$ cat src/rtl/uart_frame_pkg.sv
package uart_frame_pkg;
  localparam int DIV_W   = 21;
  localparam int OSR_LOG = 4;
  localparam int FRAME_W = 12;          // start + 8 data + parity + 2 stop
  localparam int RBITS_W = FRAME_W - 1; // everything after the start bit

  typedef enum logic [1:0] {RX_HUNT, RX_IDLE, RX_START, RX_BITS} rx_state_t;

  function automatic logic [3:0] data_len(input logic [5:0] lcr);
    return 4'd5 + {2'b00, lcr[3:2]};
  endfunction

  function automatic logic [7:0] len_mask(input logic [3:0] len);
    return 8'hFF >> (4'd8 - len);
  endfunction

  function automatic logic par_bit(input logic [7:0] d, input logic [5:0] lcr);
    return (^(d & len_mask(data_len(lcr)))) ^ lcr[0];
  endfunction

  function automatic logic [3:0] frame_bits(input logic [5:0] lcr);
    return 4'd1 + data_len(lcr) + {3'b000, lcr[1]} + (lcr[5] ? 4'd2 : 4'd1);
  endfunction

  function automatic logic [FRAME_W-1:0] build_frame(input logic [7:0] d,
                                                     input logic [5:0] lcr);
    logic [FRAME_W-1:0] v;
    logic [3:0] len;
    len  = data_len(lcr);
    v    = '1;
    v[0] = 1'b0;
    for (int i = 0; i < 8; i++)
      if (4'(i) < len) v[1+i] = d[i];
    if (lcr[1]) v[4'd1 + len] = par_bit(d, lcr);
    return v;
  endfunction
endpackage

$ cat src/rtl/uart_baud_tick.sv
module uart_baud_tick #(
  parameter int DIV_W   = 21,
  parameter int OSR_LOG = 4
) (
  input  logic             clk,
  input  logic             rst_n,
  input  logic [DIV_W-1:0] divisor,
  output logic             tick
);
  localparam int PW = DIV_W - OSR_LOG;
  logic [PW-1:0] pre, cnt;

  assign pre = (divisor[DIV_W-1:OSR_LOG] == '0) ? PW'(1) : divisor[DIV_W-1:OSR_LOG];

  always_ff @(posedge clk or negedge rst_n) begin
    if (!rst_n) begin
      cnt  <= '0;
      tick <= 1'b0;
    end else if (cnt >= pre - PW'(1)) begin
      cnt  <= '0;
      tick <= 1'b1;
    end else begin
      cnt  <= cnt + PW'(1);
      tick <= 1'b0;
    end
  end
endmodule

$ cat src/rtl/uart_tx_serial.sv
module uart_tx_serial
  import uart_frame_pkg::*;
(
  input  logic       clk,
  input  logic       rst_n,
  input  logic       tick,
  input  logic [5:0] lcr,
  input  logic [7:0] data,
  input  logic       valid,
  output logic       ready,
  output logic       line,
  output logic       done
);
  logic               pending, busy;
  logic [7:0]         hold;
  logic [FRAME_W-1:0] sh;
  logic [3:0]         left, phase;

  assign ready = !busy && !pending;
  assign done  = !busy && !pending;
  assign line  = busy ? sh[0] : 1'b1;

  always_ff @(posedge clk or negedge rst_n) begin
    if (!rst_n) begin
      pending <= 1'b0;
      busy    <= 1'b0;
      hold    <= '0;
      sh      <= '1;
      left    <= '0;
      phase   <= '0;
    end else begin
      if (valid && ready) begin
        pending <= 1'b1;
        hold    <= data;
      end
      if (tick) begin
        if (busy) begin
          phase <= phase + 4'd1;
          if (phase == 4'd15) begin
            if (left == 4'd1) busy <= 1'b0;
            else begin
              sh   <= {1'b1, sh[FRAME_W-1:1]};
              left <= left - 4'd1;
            end
          end
        end else if (pending) begin
          busy    <= 1'b1;
          pending <= 1'b0;
          sh      <= build_frame(hold, lcr);
          left    <= frame_bits(lcr);
          phase   <= '0;
        end
      end
    end
  end
endmodule

$ cat src/rtl/uart_rx_serial.sv
module uart_rx_serial
  import uart_frame_pkg::*;
(
  input  logic       clk,
  input  logic       rst_n,
  input  logic       tick,
  input  logic [5:0] lcr,
  input  logic       line,
  input  logic       fifo_full,
  output logic       push,
  output logic [7:0] data,
  output logic [7:0] status,
  output logic       frame_end
);
  rx_state_t          st;
  logic [3:0]         cnt, idx, total, len, sidx;
  logic [RBITS_W-1:0] rbits, nbits, tmask;
  logic [7:0]         dval;
  logic               ovr_pend, brk, fe, pe;

  assign total = frame_bits(lcr) - 4'd1;
  assign len   = data_len(lcr);
  assign sidx  = len + {3'b000, lcr[1]};
  assign nbits = rbits | (RBITS_W'(line) << idx);
  assign tmask = ~(RBITS_W'('1) << total);
  assign dval  = nbits[7:0] & len_mask(len);
  assign brk   = (nbits & tmask) == '0;
  assign fe    = !brk && (!nbits[sidx] || (lcr[5] && !nbits[sidx + 4'd1]));
  assign pe    = !brk && lcr[1] && (nbits[len] != par_bit(dval, lcr));
  assign frame_end = tick && (st == RX_BITS) && (cnt == 4'd15) && (idx == total - 4'd1);

  always_ff @(posedge clk or negedge rst_n) begin
    if (!rst_n) begin
      st       <= RX_HUNT;
      cnt      <= '0;
      idx      <= '0;
      rbits    <= '0;
      ovr_pend <= 1'b0;
      push     <= 1'b0;
      data     <= '0;
      status   <= '0;
    end else begin
      push <= 1'b0;
      if (tick) begin
        unique case (st)
          RX_HUNT: if (line) st <= RX_IDLE;
          RX_IDLE: if (!line) begin
            st  <= RX_START;
            cnt <= '0;
          end
          RX_START: begin
            cnt <= cnt + 4'd1;
            if (cnt == 4'd7) begin
              st    <= line ? RX_IDLE : RX_BITS;
              cnt   <= '0;
              idx   <= '0;
              rbits <= '0;
            end
          end
          RX_BITS: begin
            cnt <= cnt + 4'd1;
            if (cnt == 4'd15) begin
              rbits <= nbits;
              idx   <= idx + 4'd1;
              if (frame_end) begin
                st <= line ? RX_IDLE : RX_HUNT;
                if (fifo_full) ovr_pend <= 1'b1;
                else begin
                  push     <= 1'b1;
                  data     <= dval;
                  status   <= {brk, 2'b00, ovr_pend, fe, pe, 2'b00};
                  ovr_pend <= 1'b0;
                end
              end
            end
          end
          default: st <= RX_HUNT;
        endcase
      end
    end
  end
endmodule

$ cat src/rtl/uart_frame_core.sv
module uart_frame_core
  import uart_frame_pkg::*;
(
  input  logic        clk,
  input  logic        rst_n,
  input  logic [15:0] div_lo,
  input  logic [4:0]  div_hi,
  input  logic [5:0]  lcr,
  input  logic        loop_en,
  input  logic [7:0]  tx_data,
  input  logic        tx_valid,
  output logic        tx_ready,
  output logic        txd,
  output logic        tx_done,
  input  logic        rxd,
  input  logic        rx_full,
  output logic        rx_valid,
  output logic [7:0]  rx_data,
  output logic [7:0]  rx_status
);
  logic       bit_tick, tx_line, rx_src, frame_end;
  logic [1:0] rx_sync;

  uart_baud_tick #(.DIV_W(DIV_W), .OSR_LOG(OSR_LOG)) tick_i (
    .clk(clk), .rst_n(rst_n), .divisor({div_hi, div_lo}), .tick(bit_tick));

  uart_tx_serial tx_i (
    .clk(clk), .rst_n(rst_n), .tick(bit_tick), .lcr(lcr), .data(tx_data),
    .valid(tx_valid), .ready(tx_ready), .line(tx_line), .done(tx_done));

  assign rx_src = loop_en ? tx_line : rxd;
  assign txd    = loop_en ? 1'b1 : tx_line;

  always_ff @(posedge clk or negedge rst_n) begin
    if (!rst_n) rx_sync <= 2'b11;
    else        rx_sync <= {rx_sync[0], rx_src};
  end

  uart_rx_serial rx_i (
    .clk(clk), .rst_n(rst_n), .tick(bit_tick), .lcr(lcr), .line(rx_sync[1]),
    .fifo_full(rx_full), .push(rx_valid), .data(rx_data), .status(rx_status),
    .frame_end(frame_end));
endmodule

$ cat config.mk
export PLATFORM = sky130hd
export DESIGN_NAME = uart_frame_core
export DESIGN_NICKNAME = d
export VERILOG_FILES = /design/src/rtl/uart_frame_pkg.sv /design/src/rtl/uart_baud_tick.sv /design/src/rtl/uart_tx_serial.sv /design/src/rtl/uart_rx_serial.sv /design/src/rtl/uart_frame_core.sv
export SDC_FILE = /design/constraint.sdc
export NUM_CORES = 1
export LEC_CHECK = 0
export BUFFER_PORTS_ARGS = -buffer_cell sky130_fd_sc_hd__buf_2
export CAP_MARGIN = 20
export CELL_PAD_IN_SITES_DETAIL_PLACEMENT = 1
export CELL_PAD_IN_SITES_GLOBAL_PLACEMENT = 1
export CORE_MARGIN = 1
export CORE_UTILIZATION = 35
export CTS_CLUSTER_DIAMETER = 200
export DETAILED_ROUTE_END_ITERATION = 8
export PLACE_DENSITY = 0.74
export REMOVE_ABC_BUFFERS = 1
export SLEW_MARGIN = 20
export SYNTH_ARGS = -nofsm -noshare
export SYNTH_HDL_FRONTEND = slang
export SYNTH_SLANG_ARGS = --single-unit
$ cat constraint.sdc
create_clock -name clk -period 2.4 [get_ports clk]
set_clock_uncertainty 0.2 [all_clocks]
set_input_delay 0.6 -clock clk [delete_from_list [all_inputs] [get_ports clk]]
set_output_delay 0.6 -clock clk [all_outputs]
set_load 0.005 [all_outputs]
Word-level counts from Yosys, hierarchy flattened
Cells that the tools add are included.
Storage, ports and cells
  output and inout bits: 20
  bits of input ports: 41
  register bits: 85
Operators by class
  $lt $le $gt $ge: 14
  reductions and logical operators: 31
  bitwise gates (word level): 9
  add/sub/neg operators: 15
  eq/ne operators: 16
  shift operators: 3
  multiplexer cells: 90
Operators with widths (number)
  12-bit 2-to-1 mux: 5
  1-bit 2-to-1 mux: 55
  4-bit 2-to-1 mux: 10
  17-bit 2-to-1 mux: 2
  8-bit AND: 3
  11-bit 2-to-1 mux: 2
  11-bit case mux with 2 select lines: 1
  4-bit by 5-bit less-than comparator with 1-bit output, second input constant: 4
  17-bit by 1-bit adder with 17-bit output, second input constant: 1
  17-bit greater-or-equal comparator: 1
  17-bit logical NOT: 1
  17-bit by 1-bit subtractor with 17-bit output, second input constant: 1
  4-bit by 1-bit adder with 4-bit output, second input constant: 4
  3-bit by 4-bit less-than comparator with 1-bit output, first input constant: 4
  8-bit parity: 2
  2-bit 2-to-1 mux: 7
  1-bit binary-select mux with 4-bit select: 3
  12-bit bitwise mux: 1
  2-bit != test, second input constant: 6
  4-bit case mux with 3 select lines: 1
  4-bit AND reduction: 3
  4-bit by 1-bit subtractor with 4-bit output, second input constant: 3
  11-bit AND: 1
  11-bit logical NOT: 1
  36 further kinds: 56

Longest topological paths before layout
Gate-level depths: netlist (run 1).
  depth in word-level cells: 12
  gate-level depth with buffers: 20

By module
From an unflattened synthesis (run 1), not the netlist that was laid out.
Second synthesis, totals
  cell total of the unflattened synthesis: 614
  area total of the unflattened synthesis: 5947.0 µm²
Modules (own cells, without submodules)
  uart_rx_serial: area an instance 2443.6 µm², cells each 259, instances 1
  uart_tx_serial: area an instance 1901.8 µm², cells each 185, instances 1
  uart_baud_tick: area an instance 1527.7 µm², cells each 166, instances 1
  uart_frame_core: area an instance 73.8 µm², cells each 4, instances 1

Worst setup path before layout (run 1)
OpenSTA, ideal clock, no wires.
  kind: input port to flip-flop
  from: input port lcr[2]
  to: register rx_i.status[2]
  path buffers: 1
  setup slack: -2083 ps
  library setup time: 101 ps
  stages: 16
  arrival time: 4182 ps
  path through: buf_2 > inv_1 > ha_1 > xnor2_1 > fa_1 > inv_1 > ha_1 > inv_1 > ha_1 > nor3_1 > xor2_1 > xnor3_1 > nand3_1 > nor2_2 > o21ai_0 > o32ai_1
On the way
  cells in the longest elaborated chain, start to end: 12
  elaborated cells between the ends (all ways): 25
RTL lines
  from (decl): line uart_frame_core.sv:8  | input logic [5:0] lcr,
  3-bit by 2-bit adder with 4-bit output (*): line uart_frame_pkg.sv:10  | return 4'd5 + {2'b00, lcr[3:2]};
  1-bit by 4-bit adder with 4-bit output: line uart_frame_pkg.sv:22  | return 4'd1 + data_len(lcr) + {3'b000, lcr[1]} + (lcr[5] ? 4'd2 : 4'd1);
  4-bit by 1-bit adder with 4-bit output: line uart_frame_pkg.sv:22
  4-bit adder: line uart_frame_pkg.sv:22
  4-bit by 1-bit subtractor with 4-bit output: line uart_rx_serial.sv:21  | assign total = frame_bits(lcr) - 4'd1;
  11-bit by 4-bit << shifter with 11-bit output: line uart_rx_serial.sv:25  | assign tmask = ~(RBITS_W'('1) << total);
  11-bit inverter: line uart_rx_serial.sv:25
  11-bit AND: line uart_rx_serial.sv:27  | assign brk = (nbits & tmask) == '0;
  11-bit logical NOT: line uart_rx_serial.sv:27
  1-bit logical NOT: line uart_rx_serial.sv:29  | assign pe = !brk && lcr[1] && (nbits[len] != par_bit(dval, lcr));
  1-bit logical AND (2 in series): line uart_rx_serial.sv:29
  to (signal assigned): line uart_rx_serial.sv:71  | status <= {brk, 2'b00, ovr_pend, fe, pe, 2'b00};
  to (decl): line uart_rx_serial.sv:12  | output logic [7:0] status,
Mark *: on every way between the ends. The rest lies on a longest branch, timed or not. The select of a mux whose other input is x is not followed.
A chain may end at the register's enable or synchronous reset.

Worst setup path in the final report (run 1)
  from: input port div_lo[10]
  to: register tick_i.cnt[6]
On the way
  cells in the longest elaborated chain, start to end: 5
RTL lines
  from (decl): line uart_frame_core.sv:6  | input logic [15:0] div_lo,
  17-bit logical NOT: line uart_baud_tick.sv:13  | assign pre = (divisor[DIV_W-1:OSR_LOG] == '0) ? PW'(1) : divisor[DIV_W-1:OSR_LOG];
  17-bit 2-to-1 mux (*): line uart_baud_tick.sv:13
  17-bit by 1-bit subtractor with 17-bit output (*): line uart_baud_tick.sv:19  | end else if (cnt >= pre - PW'(1)) begin
  17-bit greater-or-equal comparator (*): line uart_baud_tick.sv:19
  17-bit 2-to-1 mux (*): line uart_baud_tick.sv:19
  to (signal assigned): line uart_baud_tick.sv:23  | cnt <= cnt + PW'(1);
  to (decl): line uart_baud_tick.sv:11  | logic [PW-1:0] pre, cnt;
Mark *: on every way between the ends. The rest lies on a longest branch, timed or not.

==> metrics.cfg, run 1 <==
[run_status]
status = complete, but fails checks
violations = setup timing

[clocking]
cts.sinks = 85
clockBufferDepth = 2
cts_buffers = 9
htreeDepth = 3
cts_tree = built
root_buffer = clkbuf_16
clkSlewWorstSetupHoldPaths_ns = 0.07
clk_latency_ns = 0.37

[placed_design]
dp_hpwl_mm = 12.6
gp_congestion = 0.866
port_buffers = 51
placed_area_um2 = 7030

[logic_synthesis]
syn-cell-area_um2 = 5760
synth_seq_cells = 85
syn_inst = 595
synth_top_cell_area_share_pct = 30.8
synth_edf_count = 0
synth_top_cell_by_area = dfrtp_1
synth_ff_type = dfrtp_1
yosysSeqAreaShare_pct = 37.2
yosys-top-cells-area = dfrtp_1 (31%), ha_1 (9.1%), dfstp_2 (6.4%)
async_reset_ff_share_pct = 100
yosysWarnings = 0
ys_types = 66
avgSynthCellArea_um2 = 9.68

[pwr]
p_per_area_nw_per_um2 = 567
irDropWorstVdd_uv = 395
p_switching_mw = 1.56
seqPwrFrac_pct = 36.1
combPwrFrac_pct = 33.8
power.total_mw = 4.64
p_int_mw = 3.07
power_frac_clock_pct = 30.1
p_leak_nw = 3.73
switching_share_pct = 33.7

[die]
num_io_pins = 61
start_util_pct = 36.0
die_area_um2 = 17000
die_w_um = 130
core-area_um2 = 16000
die_h_um = 130
rows = 46

[worst_hold_path]
holdPathEnd = rx_sync[1]
hp-start = rx_sync[0]
hold_depth = 0
hold_class = register to register

[critical_path]
rr_worst_depth = 7
cp.required_ns = 2.47
crit_path_top_delay_cell = or4_4
end_kind = register
critPathKind = input port to register
path_max_fanout = 4
worst_path_largest_cell_delay_ns = 0.55
r2r_setup_slack_ns = -0.59
arrival_ns = 4.27
cp.depth = 22
r2r-end = rx_i.status[2]
rr_startpoint = rx_i.idx[3]
critPathTopFamily = simple AND/OR/NAND/NOR gates
critical_path_buf_inv_count = 3
path_cells = buf_6 -> or4_4 -> nor3_4 -> nand3b_1 -> nor3_2 -> nor2_2 -> ha_2 -> nand2b_4 -> nor3_4 -> nand2b_1 -> nor2_2 -> xnor2_2 -> ha_1 -> a21oi_2 -> nor2b_1 -> o21ai_1 -> o211ai_1 -> a21oi_2 -> o21bai_2 -> buf_6 -> clkbuf_16 -> a211oi_2
crit_path_start_kind = input port

[timing]
holdWs_ns = 0.175
rsz0062_at_grt = true
relSlewSlack_pct = 45.1
setup_viol = 35
hold_violations = 0
fin_crit_ns = 4.19
worst_slack_ns = -1.79
max_freq_mhz = 239
max_slew.worst_pin.slew_ns = 0.819
slew_violations = 0
fin_crit_sh_pct = 175

[global_routing]
grt-ovfl-total = 0
grt_pass1_vias = 6005
grt_pass1_wl_mm = 32.1
track_usage_pct = 25.0
grt_max_degree = 33
antenna_found_initial = 0

[layout]
nets = 855
drive_gt1_share_pct = 42.5
final_core_util_pct = 51.1
area_growth_pct = 42.1
num_antenna_cells = 0
finalInstanceArea_um2 = 8180

[route]
drtAntennaViolNets = 0
first_pass_iters = 5
num_vias = 5558
drcViolationCount = 0
vias_per_cell = 5.61
routed_wl_mm = 21.8
drt_iter0_drc = 281
post_drt_wl_per_cell_um = 22.1

[run]
max-cap-violations = 0

-- sequential cells by signal (all words and copies together) (netlist names) --
register / count
rx_i.cnt: 4
rx_i.data: 8
rx_i.idx: 4
rx_i.ovr_pend: 1
rx_i.push: 1
rx_i.rbits: 11
rx_i.st: 2
rx_i.status: 4
rx_sync: 2
tick_i.cnt: 17
tick_i.tick: 1
tx_i.busy: 1
tx_i.hold: 8
tx_i.left: 4
tx_i.pending: 1
tx_i.phase: 4
tx_i.sh: 12
-- synth_stat cells, types with 6 or more instances --
master,instances
dfrtp_1,71
nand2_1,47
ha_1,42
nor2_1,40
o21ai_0,39
xnor2_1,32
a21oi_1,29
inv_1,29
a211oi_1,21
mux2_2,19
nor3_1,19
xor2_1,18
dfstp_2,14
clkbuf_1,12
nand3_1,12
a31oi_1,10
a21o_1,9
buf_2,9
nor2b_1,9
and3_1,8
buf_4,7
mux2i_1,7
nand2b_1,7
nand4_1,7
nor4_1,6
-- kinds of logic after synthesis --
| family | after synthesis | share of synthesized area (%) |
|---|---|---|
| compound gates | 141 | 15.6 |
| xor+xnor | 55 | 9.56 |
| fa+ha+maj | 45 | 10.2 |
| buf+inv | 61 | 4.89 |
| flops | 85 | 37.2 |
| mux | 30 | 6.49 |
| other cells | 1 | 0.0651 |
| simple gates | 177 | 16.1 |
-- cells in the final DEF (no fill, tap or decap), drive strengths merged, types with 4 or more instances in the layout --
cell type  instances
dfstp             14
xnor2             32
and3               8
a21o               9
nand3             12
mux2              19
a21oi             33
a31oi             10
inv               31
nand4              7
mux2i              7
nor3              19
nor2              41
mux4               4
nor4               6
clkbuf            11
a211oi            21
nor2b              9
xor2              18
nand2b             7
ha                42
buf              190
conb               4
nand2             47
xnor3              5
o21ai             41
dfrtp             71
-- per-layer routing --
layer	vias to the layer above	part of all wire, %	GRT usage (%)
met5	-	0	0
met4	0	3.9	9.92
met3	77	3.9	5.66
met2	165	53	45.6
met1	2843	39	28.0
li1	2473	-	-
-- stage by stage --
step                cells  worst slack (ns)  TNS (ns)
detailed placement    947             -2.18    -72.42
global route          990             -1.89    -51.64
finish                990             -1.79    -48.44
CTS                   982             -1.62    -43.62
floorplan             566             -2.11    -63.62
global placement      947             -1.85    -64.70
-- power by group through the flow --
stage | combinational (mW) | sequential [mW] | clock [mW]
6_report | 1.57 | 1.68 | 1.40
5_1_grt | 1.66 | 1.68 | 1.46
4_1_cts | 1.33 | 1.66 | 1.40
3_5_place_dp | 1.16 | 1.68 | 0
3_3_place_gp | 1.07 | 1.67 | 0
2_1_floorplan | 0.630 | 1.65 | 0
-- cell type report --
| class | instances | area (um^2) |
|---|---|---|
| clock buffer | 10 | 239 |
| inverter | 29 | 119 |
| tap | 216 | 270 |
| fill | 1793 | 7820 |
| clock inverter | 6 | 46.3 |
| timing repair buffer | 192 | 1540 |
| multi-input combinational | 452 | 3830 |
| sequential | 85 | 2140 |
-- how the worst max path moves through the flow --
| stage | from | end |
|---|---|---|
| 2_1_floorplan | lcr[2] | rx_i.status[2] |
| 3_3_place_gp | lcr[2] | rx_i.status[2] |
| 3_5_place_dp | div_lo[13] | tick_i.cnt[8] |
| 4_1_cts | div_lo[13] | tick_i.cnt[7] |
| 5_1_grt | div_lo[10] | tick_i.cnt[6] |
| 6_report | div_lo[10] | tick_i.cnt[6] |
-- repair_timing --
item / in CTS / in global routing
gates resized for setup: 99 / 50
endpoints found under the setup margin: 44 / 47
gates cloned: 3 / 1
hold buffers: 1 / 0
hold endpoints to repair: 26 / 0
setup buffers: 19 / 11
pin swaps: 25 / 33
Power figures use the tool's default switching activity.
==> run 2: changes to the inputs <==
--- a/config.mk
+++ b/config.mk
@@ -18,4 +18,5 @@
 export SLEW_MARGIN = 20
 export SYNTH_ARGS = -nofsm -noshare
 export SYNTH_HDL_FRONTEND = slang
+export SYNTH_HIERARCHICAL = 1
 export SYNTH_SLANG_ARGS = --single-unit
==> run 2 against run 1 <==
Compared with the run above: the run still ends with setup timing left; utilization up 0.83 points; sequential power up 37%; worst hold slack worse by 0.016 ns; synthesized cell count up 3.2%; worst setup slack better by 0.55 ns; sequential share of layout area down 1.3 points; register-to-register slack better by 0.16 ns; combinational power up 120%; clock-buffer cell count down 1; fmax up 15%; highest routed layer unchanged.
==> metrics.cfg, run 2 <==
[timing]
tns_ns = -37.21
fin_crit_sh_pct = 152
slew_violations = 0
worst_slack_ns = -1.24
setup_viol = 49
max_slew.worst_pin.slew_ns = 0.834
rsz0062_at_grt = true
hold_violations = 0
fin_crit_ns = 3.64
max_freq_mhz = 275
relSlewSlack_pct = 42.9

[logic_synthesis]
async_reset_ff_share_pct = 100
syn_inst = 614
yosysSeqAreaShare_pct = 36.1
synth_ff_type = dfrtp_1
syn-cell-area_um2 = 5950
avgSynthCellArea_um2 = 9.69
yosysMostFrequentCell = dfrtp_1
synth_commonest_cells = dfrtp_1 (71), nand2_1 (51), ha_1 (44)
synth_top_cell_area_share_pct = 29.9
ys_types = 87
yosys-top-cells-area = dfrtp_1 (30%), ha_1 (9.3%), dfstp_2 (6.2%)
synth_edf_count = 0
yosysWarnings = 6
synth_top_cell_by_area = dfrtp_1
synth_seq_cells = 85

[critical_path]
critPathKind = input port to register
r2r-end = rx_i/status[3]
arrival_ns = 3.67
r2r_setup_slack_ns = -0.43
end_kind = register
crit_end = tick_i/cnt[10]
rr_worst_depth = 9
rr_startpoint = rx_sync[1]
crit_path_start_kind = input port
path_max_fanout = 5
cp.required_ns = 2.43
critPathLaunch = div_lo[6]

[layout]
num-fill-cells = 1856
layout_commonest_cell = buf_4
regMostFlops = tick_i/cnt
multi_input_area_um2 = 4040
drive_gt1_share_pct = 45.5
area_growth_pct = 44.9
largest_register_ffs = 17
layout_common_cells = buf_4 (146), dfrtp_1 (71), buf_2 (44)
nets = 907
num_antenna_cells = 0
largestRegisters = tick_i/cnt (17), tx_i/sh (12), rx_i/rbits (11)
seq_area_um2 = 2140
finalInstanceArea_um2 = 8620

[pwr]
switching_share_pct = 37.9
p_per_area_nw_per_um2 = 838
seqPwrFrac_pct = 31.9
p_switching_mw = 2.74
combPwrFrac_pct = 47.8
p_int_mw = 4.48
p_leak_nw = 3.90
power_frac_clock_pct = 20.3
power.total_mw = 7.22
irDropWorstVdd_uv = 399

[die]
die_w_um = 132
rows = 47
start_util_pct = 35.9
num_io_pins = 61
core-area_um2 = 16600
die_h_um = 132
die_area_um2 = 17500

[global_routing]
track_usage_pct = 25.0
grt_max_degree = 51
grt_pass1_wl_mm = 34.2
grt-ovfl-total = 0
antenna_found_initial = 0
grt_pass1_vias = 6452

[route]
drtAntennaViolNets = 0
num_vias = 5856
post_drt_wl_per_cell_um = 21.6
first_pass_iters = 6
vias_per_cell = 5.62
routed_wl_mm = 22.5
drt_iter0_drc = 334
drcViolationCount = 0

[placed_design]
port_buffers = 51
gp_congestion = 0.895
post-place-ws_ns = -1.77
placed_area_um2 = 7350
dp_hpwl_mm = 13.6

[run_status]
violations = setup timing
status = complete, but fails checks

[run]
max-cap-violations = 0

[clocking]
cts_buffers = 9
clockBufferDepth = 2
clk_latency_ns = 0.35
root_buffer = clkbuf_16
clkSlewWorstSetupHoldPaths_ns = 0.07
htreeDepth = 3
cts.sinks = 85
cts_tree = built

[worst_hold_path]
hold_class = register to register

run 2: logic make-up (layout without fill, tap and decap cells):
kind of cell	count (synthesis)	in the layout	synth area share, %
compound gates	123	123	14.3
xor+xnor	55	55	9.17
fa+ha+maj	49	49	10.9
buf+inv	62	267	5.28
flops	85	85	36.1
mux	21	21	4.65
other cells	1	4	0.0631
simple gates	218	218	19.6
run 2: power by group through the flow:
| stage | Combinational (mW) | Clock (mW) | Sequential [mW] |
|---|---|---|---|
| 2_1_floorplan | 1.49 | 0 | 2.18 |
| 3_5_place_dp | 2.44 | 0 | 2.28 |
| 4_1_cts | 2.94 | 1.48 | 2.26 |
| 6_report | 3.45 | 1.47 | 2.31 |
| 5_1_grt | 3.65 | 1.55 | 2.35 |
| 3_3_place_gp | 2.28 | 0 | 2.24 |
run 2: what timing repair did:
item	in CTS	in global routing
gates cloned	2	0
pin swaps	66	22
buffers inserted	21	12
gates resized for setup	120	31
hold buffers	1	0
setup endpoints to repair	49	51
hold endpoints to repair	5	0
run 2: final cells by class:
cell class,count,share of cell area (%)
multi-input combinational,470,46.9
sequential,85,24.9
timing repair buffer,218,19.8
tap,220,3.19
clock buffer,9,2.61
inverter,33,1.68
clock inverter,7,0.915
run 2: worst max-delay path: stages:
cell and delay [ns]:
buf_6 0.09, or3_4 0.38, or3_4 0.40, nor2_4 0.11, a21oi_2 0.08, ha_2 0.19
nand3_4 0.08, nor3_2 0.06, xnor2_1 0.12, ha_1 0.30, and3_4 0.19, o21ai_2 0.05
a2111o_1 0.47, a31oi_4 0.23, buf_12 0.15, buf_12 0.12, nor3_2 0.05
run 2: layer usage:
| layer | vias to the layer above | track usage, % | wire [um] |
|---|---|---|---|
| met5 | - | 0 | 0 |
| met3 | 78 | 4.81 | 910 |
| met1 | 2983 | 28.4 | 8720 |
| met2 | 207 | 44.6 | 11900 |
| met4 | 0 | 12.6 | 945 |
| li1 | 2588 | - | - |
run 2: through the flow:
step                cells  utilization (%)  hold WS, ns
floorplan             588                -        0.104
global placement      992             44.3        0.152
detailed placement    992             44.3        0.149
CTS                  1032             50.8        0.163
global route         1042             52.0        0.166
finish               1042             52.0        0.159
run 2: how the worst min path moves through the flow:
stage               slack [ns]  depth (start not counted)           to       start
global placement          0.15                          0   rx_sync[1]  rx_sync[0]
global route              0.17                          0   rx_sync[1]  rx_sync[0]
CTS                       0.16                          0   rx_sync[1]  rx_sync[0]
floorplan                 0.10                          0  rx_i/cnt[0]       rst_n
finish                    0.16                          0   rx_sync[1]  rx_sync[0]
detailed placement        0.15                          0   rx_sync[1]  rx_sync[0]
